## src/rtl/aadd_pkg.sv

```systemverilog
package aadd_pkg;

  // Split selection reported on the mode output
  typedef enum logic {
    SPLIT_NARROW = 1'b0,  // small operands: many exact blocks
    SPLIT_WIDE   = 1'b1   // large operands: few exact blocks
  } split_e;

  // One full-adder cell: {carry, sum}
  function automatic logic [1:0] fa_cell(input logic x, input logic y, input logic c);
    fa_cell = {(x & y) | (c & (x ^ y)), x ^ y ^ c};
  endfunction

endpackage

```

## src/rtl/aadd_selector.sv

```systemverilog
module aadd_selector #(
  parameter int W     = 16,
  parameter int TOP_W = 6
) (
  input  logic [W-1:0]  a_i,
  input  logic [W-1:0]  b_i,
  output aadd_pkg::split_e split_o
);
  logic top_active;

  assign top_active = (|a_i[W-1 -: TOP_W]) | (|b_i[W-1 -: TOP_W]);
  assign split_o    = top_active ? aadd_pkg::SPLIT_WIDE : aadd_pkg::SPLIT_NARROW;
endmodule

```

## src/rtl/aadd_speed_seg.sv

```systemverilog
module aadd_speed_seg #(
  parameter int W = 4
) (
  input  logic [W-1:0] a_i,
  input  logic [W-1:0] b_i,
  output logic [W-1:0] s_o
);
  // Top-down scan: XOR until both bits are 1, then saturate to ones
  function automatic logic [W-1:0] carry_free(input logic [W-1:0] x, input logic [W-1:0] y);
    logic [W-1:0] r;
    logic         sat;
    sat = 1'b0;
    r   = '0;
    for (int i = W - 1; i >= 0; i--) begin
      if (x[i] & y[i]) sat = 1'b1;
      r[i] = sat | (x[i] ^ y[i]);
    end
    return r;
  endfunction

  assign s_o = carry_free(a_i, b_i);
endmodule

```

## src/rtl/aadd_exact_seg.sv

```systemverilog
module aadd_exact_seg #(
  parameter int W = 6
) (
  input  logic [W-1:0] a_i,
  input  logic [W-1:0] b_i,
  input  logic         cin_i,
  output logic [W-1:0] s_o,
  output logic         cout_o
);
  logic [W:0] chain;

  assign chain[0] = cin_i;

  for (genvar g = 0; g < W; g++) begin : g_cell
    logic [1:0] cs;
    assign cs         = aadd_pkg::fa_cell(a_i[g], b_i[g], chain[g]);
    assign s_o[g]     = cs[0];
    assign chain[g+1] = cs[1];
  end

  assign cout_o = chain[W];
endmodule

```

## src/rtl/aadd_split_top.sv

```systemverilog
module aadd_split_top #(
  parameter int BLK_W          = 2,
  parameter int N_BLK          = 8,
  parameter int WIDE_ACC_BLK   = 3,
  parameter int NARROW_ACC_BLK = 6
) (
  input  logic [BLK_W*N_BLK-1:0] a_i,
  input  logic [BLK_W*N_BLK-1:0] b_i,
  output logic [BLK_W*N_BLK:0]   sum_o,
  output logic                   wide_split_o
);
  localparam int W         = BLK_W * N_BLK;
  localparam int WIDE_LO   = (N_BLK - WIDE_ACC_BLK) * BLK_W;
  localparam int NARROW_LO = (N_BLK - NARROW_ACC_BLK) * BLK_W;
  localparam int TOP_W     = W - WIDE_LO;
  localparam int MID_W     = WIDE_LO - NARROW_LO;

  aadd_pkg::split_e split;

  // Named internal events, brought out for the checker
  logic [WIDE_LO-1:0]   lo_wide_s;
  logic [NARROW_LO-1:0] lo_narrow_s;
  logic [MID_W-1:0]     mid_s;
  logic                 mid_cout;
  logic                 top_cin;
  logic [TOP_W-1:0]     top_s;
  logic                 top_cout;

  aadd_selector #(.W(W), .TOP_W(TOP_W)) u_sel (
    .a_i(a_i), .b_i(b_i), .split_o(split)
  );

  aadd_speed_seg #(.W(WIDE_LO)) u_spd_wide (
    .a_i(a_i[WIDE_LO-1:0]), .b_i(b_i[WIDE_LO-1:0]), .s_o(lo_wide_s)
  );

  aadd_speed_seg #(.W(NARROW_LO)) u_spd_narrow (
    .a_i(a_i[NARROW_LO-1:0]), .b_i(b_i[NARROW_LO-1:0]), .s_o(lo_narrow_s)
  );

  aadd_exact_seg #(.W(MID_W)) u_mid (
    .a_i(a_i[WIDE_LO-1:NARROW_LO]), .b_i(b_i[WIDE_LO-1:NARROW_LO]),
    .cin_i(1'b0), .s_o(mid_s), .cout_o(mid_cout)
  );

  // Middle blocks join the exact chain only in the narrow split
  assign top_cin = (split == aadd_pkg::SPLIT_NARROW) ? mid_cout : 1'b0;

  aadd_exact_seg #(.W(TOP_W)) u_top (
    .a_i(a_i[W-1:WIDE_LO]), .b_i(b_i[W-1:WIDE_LO]),
    .cin_i(top_cin), .s_o(top_s), .cout_o(top_cout)
  );

  always_comb begin
    if (split == aadd_pkg::SPLIT_WIDE) sum_o = {top_cout, top_s, lo_wide_s};
    else                               sum_o = {top_cout, top_s, mid_s, lo_narrow_s};
  end

  assign wide_split_o = (split == aadd_pkg::SPLIT_WIDE);
endmodule

```

## config.mk

```make
export PLATFORM = sky130hd
export DESIGN_NAME = aadd_split_top
export DESIGN_NICKNAME = d
export VERILOG_FILES = /design/src/rtl/aadd_pkg.sv /design/src/rtl/aadd_selector.sv /design/src/rtl/aadd_speed_seg.sv /design/src/rtl/aadd_exact_seg.sv /design/src/rtl/aadd_split_top.sv
export SDC_FILE = /design/constraint.sdc
export NUM_CORES = 1
export LEC_CHECK = 0
export BUFFER_PORTS_ARGS = -buffer_cell sky130_fd_sc_hd__buf_2
export CAP_MARGIN = 20
export CORE_UTILIZATION = 45
export DETAILED_ROUTE_END_ITERATION = 10
export PLACE_DENSITY = 0.91
export SYNTH_ARGS = -nofsm -noshare
export SYNTH_HDL_FRONTEND = slang
export SYNTH_SLANG_ARGS = --single-unit
```

## constraint.sdc

```tcl
create_clock -name vclk -period 19.9
set_clock_uncertainty 0.1 [all_clocks]
set_input_delay 4.975 -clock vclk [all_inputs]
set_output_delay 4.975 -clock vclk [all_outputs]
set_load 0.02 [all_outputs]
```

==> Word-level counts from Yosys, hierarchy flattened <==
Cells that the tools add are included.
{ "op_classes": {"bitwise": 80, "n_reduce_logical": 2, "n_mux": 17} }
{ "ops": {"columns": ["op", "count"], "rows": [
  ["$and 1x1->1", 27],
  ["$xor 1x1->1", 27],
  ["$or 1x1->1", 26],
  ["$mux 1", 16],
  ["$reduce_or 6->1", 2],
  ["$mux 10", 1]
]} }
{ "totals": {"register_bits": 0, "inputBits": 32, "wordCells": 99, "output_inout_bits": 18} }

==> Depth between registers and ports, before layout <==
{ "logic_depth": {"depth_word": 24, "depth_mapped": 18, "mapped_depth_nobuf": 17} }

==> By module <==
Synthesis repeated with hierarchy kept, for this count alone.
{ "unflattened": {"hier_cells": 85, "hier_area_um2": 827.0} }
{ "modules_own_cells": {"columns": ["module", "area_per_inst_um2", "seq_area_each_um2", "n_inst", "cells_per_inst"], "rows": [
  ["aadd_exact_seg", 157.7, 0.0, 2, 16],
  ["aadd_speed_seg (u_spd_wide)", 231.5, 0.0, 1, 26],
  ["aadd_split_top", 177.7, 0.0, 1, 14],
  ["aadd_speed_seg (u_spd_narrow)", 78.8, 0.0, 1, 9],
  ["aadd_selector", 23.8, 0.0, 1, 4]
]} }

==> Worst setup path before layout <==
Ideal clock, no wire load.
{ "synth_timing": {"path_kind": "input -> output", "from": "input port a_i[4]", "to": "output port sum_o[15]", "path_slack_ns": 5.978, "path_stages": 17, "t_arrival_ns": 8.847, "n_path_buf": 0, "path_cell_list": "ha_1 > fa_1 > fa_1 > inv_1 > fa_1 > fa_1 > fa_1 > nand2b_1 > fa_1 > inv_1 > fa_1 > fa_1 > fa_1 > fa_1 > inv_1 > fa_1 > inv_1"} }
{ "synth_between": {"elab_chain_len": 23} }
{ "synth_rtl": {"columns": ["element", "line", "source"], "rows": [
  ["start: declaration", "aadd_split_top.sv:7", "input logic [BLK_W*N_BLK-1:0] a_i,"],
  ["$and 1x1->1 (2 in a row)", "aadd_pkg.sv:11", "fa_cell = {(x & y) | (c & (x ^ y)), x ^ y ^ c};"],
  ["$or 1x1->1", "aadd_pkg.sv:11", null],
  ["$and 1x1->1", "aadd_pkg.sv:11", null],
  ["$or 1x1->1", "aadd_pkg.sv:11", null],
  ["$and 1x1->1", "aadd_pkg.sv:11", null],
  ["$or 1x1->1", "aadd_pkg.sv:11", null],
  ["$and 1x1->1", "aadd_pkg.sv:11", null],
  ["$or 1x1->1", "aadd_pkg.sv:11", null],
  ["(+6 left out)", null, null],
  ["$or 1x1->1", "aadd_pkg.sv:11", null],
  ["$and 1x1->1", "aadd_pkg.sv:11", null],
  ["$or 1x1->1", "aadd_pkg.sv:11", null],
  ["$and 1x1->1", "aadd_pkg.sv:11", null],
  ["$or 1x1->1", "aadd_pkg.sv:11", null],
  ["$and 1x1->1", "aadd_pkg.sv:11", null],
  ["$or 1x1->1", "aadd_pkg.sv:11", null],
  ["$xor 1x1->1", "aadd_pkg.sv:11", null],
  ["end: declaration", "aadd_split_top.sv:9", "output logic [BLK_W*N_BLK:0] sum_o,"]
]} }
Every way passes these cells.

==> Worst setup path after layout <==
Same ends and word-level chain as after synthesis.

==> metrics.txt <==
syn_area_per_cell=about 9.1 µm²; wire length of the first global-routing pass=between 2000 and 2500 µm; Fill cells=105; starting density of the core=0.5211; Fmax=between 70 and 80 MHz; vias in the first global route=between 600 and 700; cell leakage power=a little over 0.5 nW; Multi-input gate area=approximately 540 µm²; run status=complete, no violations; hold crit path type=in2out; synth top area cells=fa_1, ha_1, inv_1; # rows=12; Crit path largest cell delay=approximately 0.4 ns; antenna violations before repair=0; Design Power=between 20 and 25 µW; Setup-failing EPs final=0; GP Congestion=slightly above 0.7; Slew HR=0.7048; YS warnings=0; Synth Net Count=approximately 120; WL final=1549 µm; total negative slack=0 ns; register area=0 µm²; Hold Crit Depth=3; Die ar.=between 0.0015 and 0.002 mm²; CP Data Arrival Time=9.21 ns; largest net degree at the start of global routing=9; Setup Crit Path Kind=in2out; Max VDD drop=between 15 and 20 µV; layout cells sized above 1=0.4483; final core utilization=0.7342; CP endpoint kind=primary output; Layout clock buffers=0; height of the die=39.06 µm; die outline width=roughly 39 µm; buffers inserted by post-CTS timing repair=0; register area share after synthesis=0; residual DRC count=0; CP max stage cell=fa_1; proportion of netlist area held by the largest area contributor=0.3563; Crit path required time=14.83 ns; Final #Nets=172; crit-path cells=buf_2 -> ha_1 -> fa_1 -> fa_1 -> inv_1 -> fa_1 -> fa_1 -> fa_1 -> nand2b_1 -> fa_1 -> inv_1 -> fa_1 -> fa_1 -> fa_1 -> fa_1 -> inv_1 -> fa_1 -> inv_1 -> buf_2; Max-cap violations=0; CP Launch Type=primary input; post-route minimum period=~14 ns; Core ar.=between 0.001 and 0.0015 mm²; Final ANT Viol Nets=0; non-filler cells, final=130; Total GRT Usage=0.2258; cell taking the most area after synthesis=fa_1; # port buffers=50; most frequent cells after synthesis=inv_1, fa_1, ha_1, nor4_1; Gate Count Post-Synth=slightly below 70; cell mode on critical path=fa_1; via count=~670; most common cell in the netlist=inv_1; final worst-path cycle share=0.7177; TritonRoute pass-1 iters=4; WHS=roughly 10 ns; Fin. Hold Viols=0; HPWL Detailed=1479 µm; worst-path fanout max=2; GRT Residual Overflow=0; Layout area overhead=40.89%; Pins Over Slew Limit=0; Inserted Diodes=0; # IOs=50; synthesized area=roughly 600 µm²; RSZ-0062 raised after global routing=false; Netlist cell types=17; post-CTS sizing=0; Starting DRT DRC Count=1; Routed WL per cell=around 12 µm; Slew @ Worst Pin=around 0.44 ns; placed cells=between 100 and 150; FFs & Latches=0; PwrDens=about 26 mW/mm²; hold_buf cts=0; Vias/cell=5.138
-- report_power, final --
| group | switching [mW] | internal (mW) |
|---|---|---|
| logic | 0.0129 | 0.00945 |
| registers | 0 | 0 |
| clock network | 0 | 0 |
| total | 0.0129 | 0.00945 |
-- layout by cell type, fill, tap and decap left out, drive strengths merged --
master,synthesis,routed
mux2i,4,4
buf,2,50
or3,1,1
nor2,3,3
o21ai,4,4
nor3,3,3
nand2b,1,1
or4,2,2
fa,11,11
mux2,1,1
o21bai,1,1
ha,11,11
nor4,5,5
and3,1,1
clkinv,1,1
inv,17,17
-- per-stage QoR --
stage	setup slack, ns	cell area, µm²
floorplan	5.978	618.1
global placement	5.733	870.8
detailed placement	5.633	870.8
CTS	5.610	870.8
global route	5.475	870.8
finish	5.617	870.8
-- metal layers --
layer	global-route usage	wire (µm)	up-vias
met5	0	0	-
met4	0	0	0
met3	0	85	0
met2	0.5333	904	31
met1	0.2115	559	313
li1	-	-	324
-- cell type report --
cell class / instances / area share
Timing Repair Buffer: 50 / 0.2874
Tap cell: 14 / 0.02011
Multi-Input combinational cell: 48 / 0.6149
Inverter: 18 / 0.07759
-- path summary, 6_finish.rpt --
check / start / end / slack [ns]
worst min-delay path: b_i[12] / sum_o[12] / 10.25
worst max-delay path: a_i[4] / sum_o[15] / 5.62
-- logic make-up after synthesis --
family | share of synthesized area
buffers and inverters | 0.1336
muxes | 0.08906
adders and majority gates | 0.5789
AOI/OAI and AO/OA | 0.04454
and+or+nand+nor | 0.1539
-- worst max-delay path, delay by kind of cell --
family | cells | cell delay (ns)
fa+ha+maj | 12 | 3.59
buf+inv | 6 | 0.53
simple gates | 1 | 0.11
(Power assumes the default switching activity.)
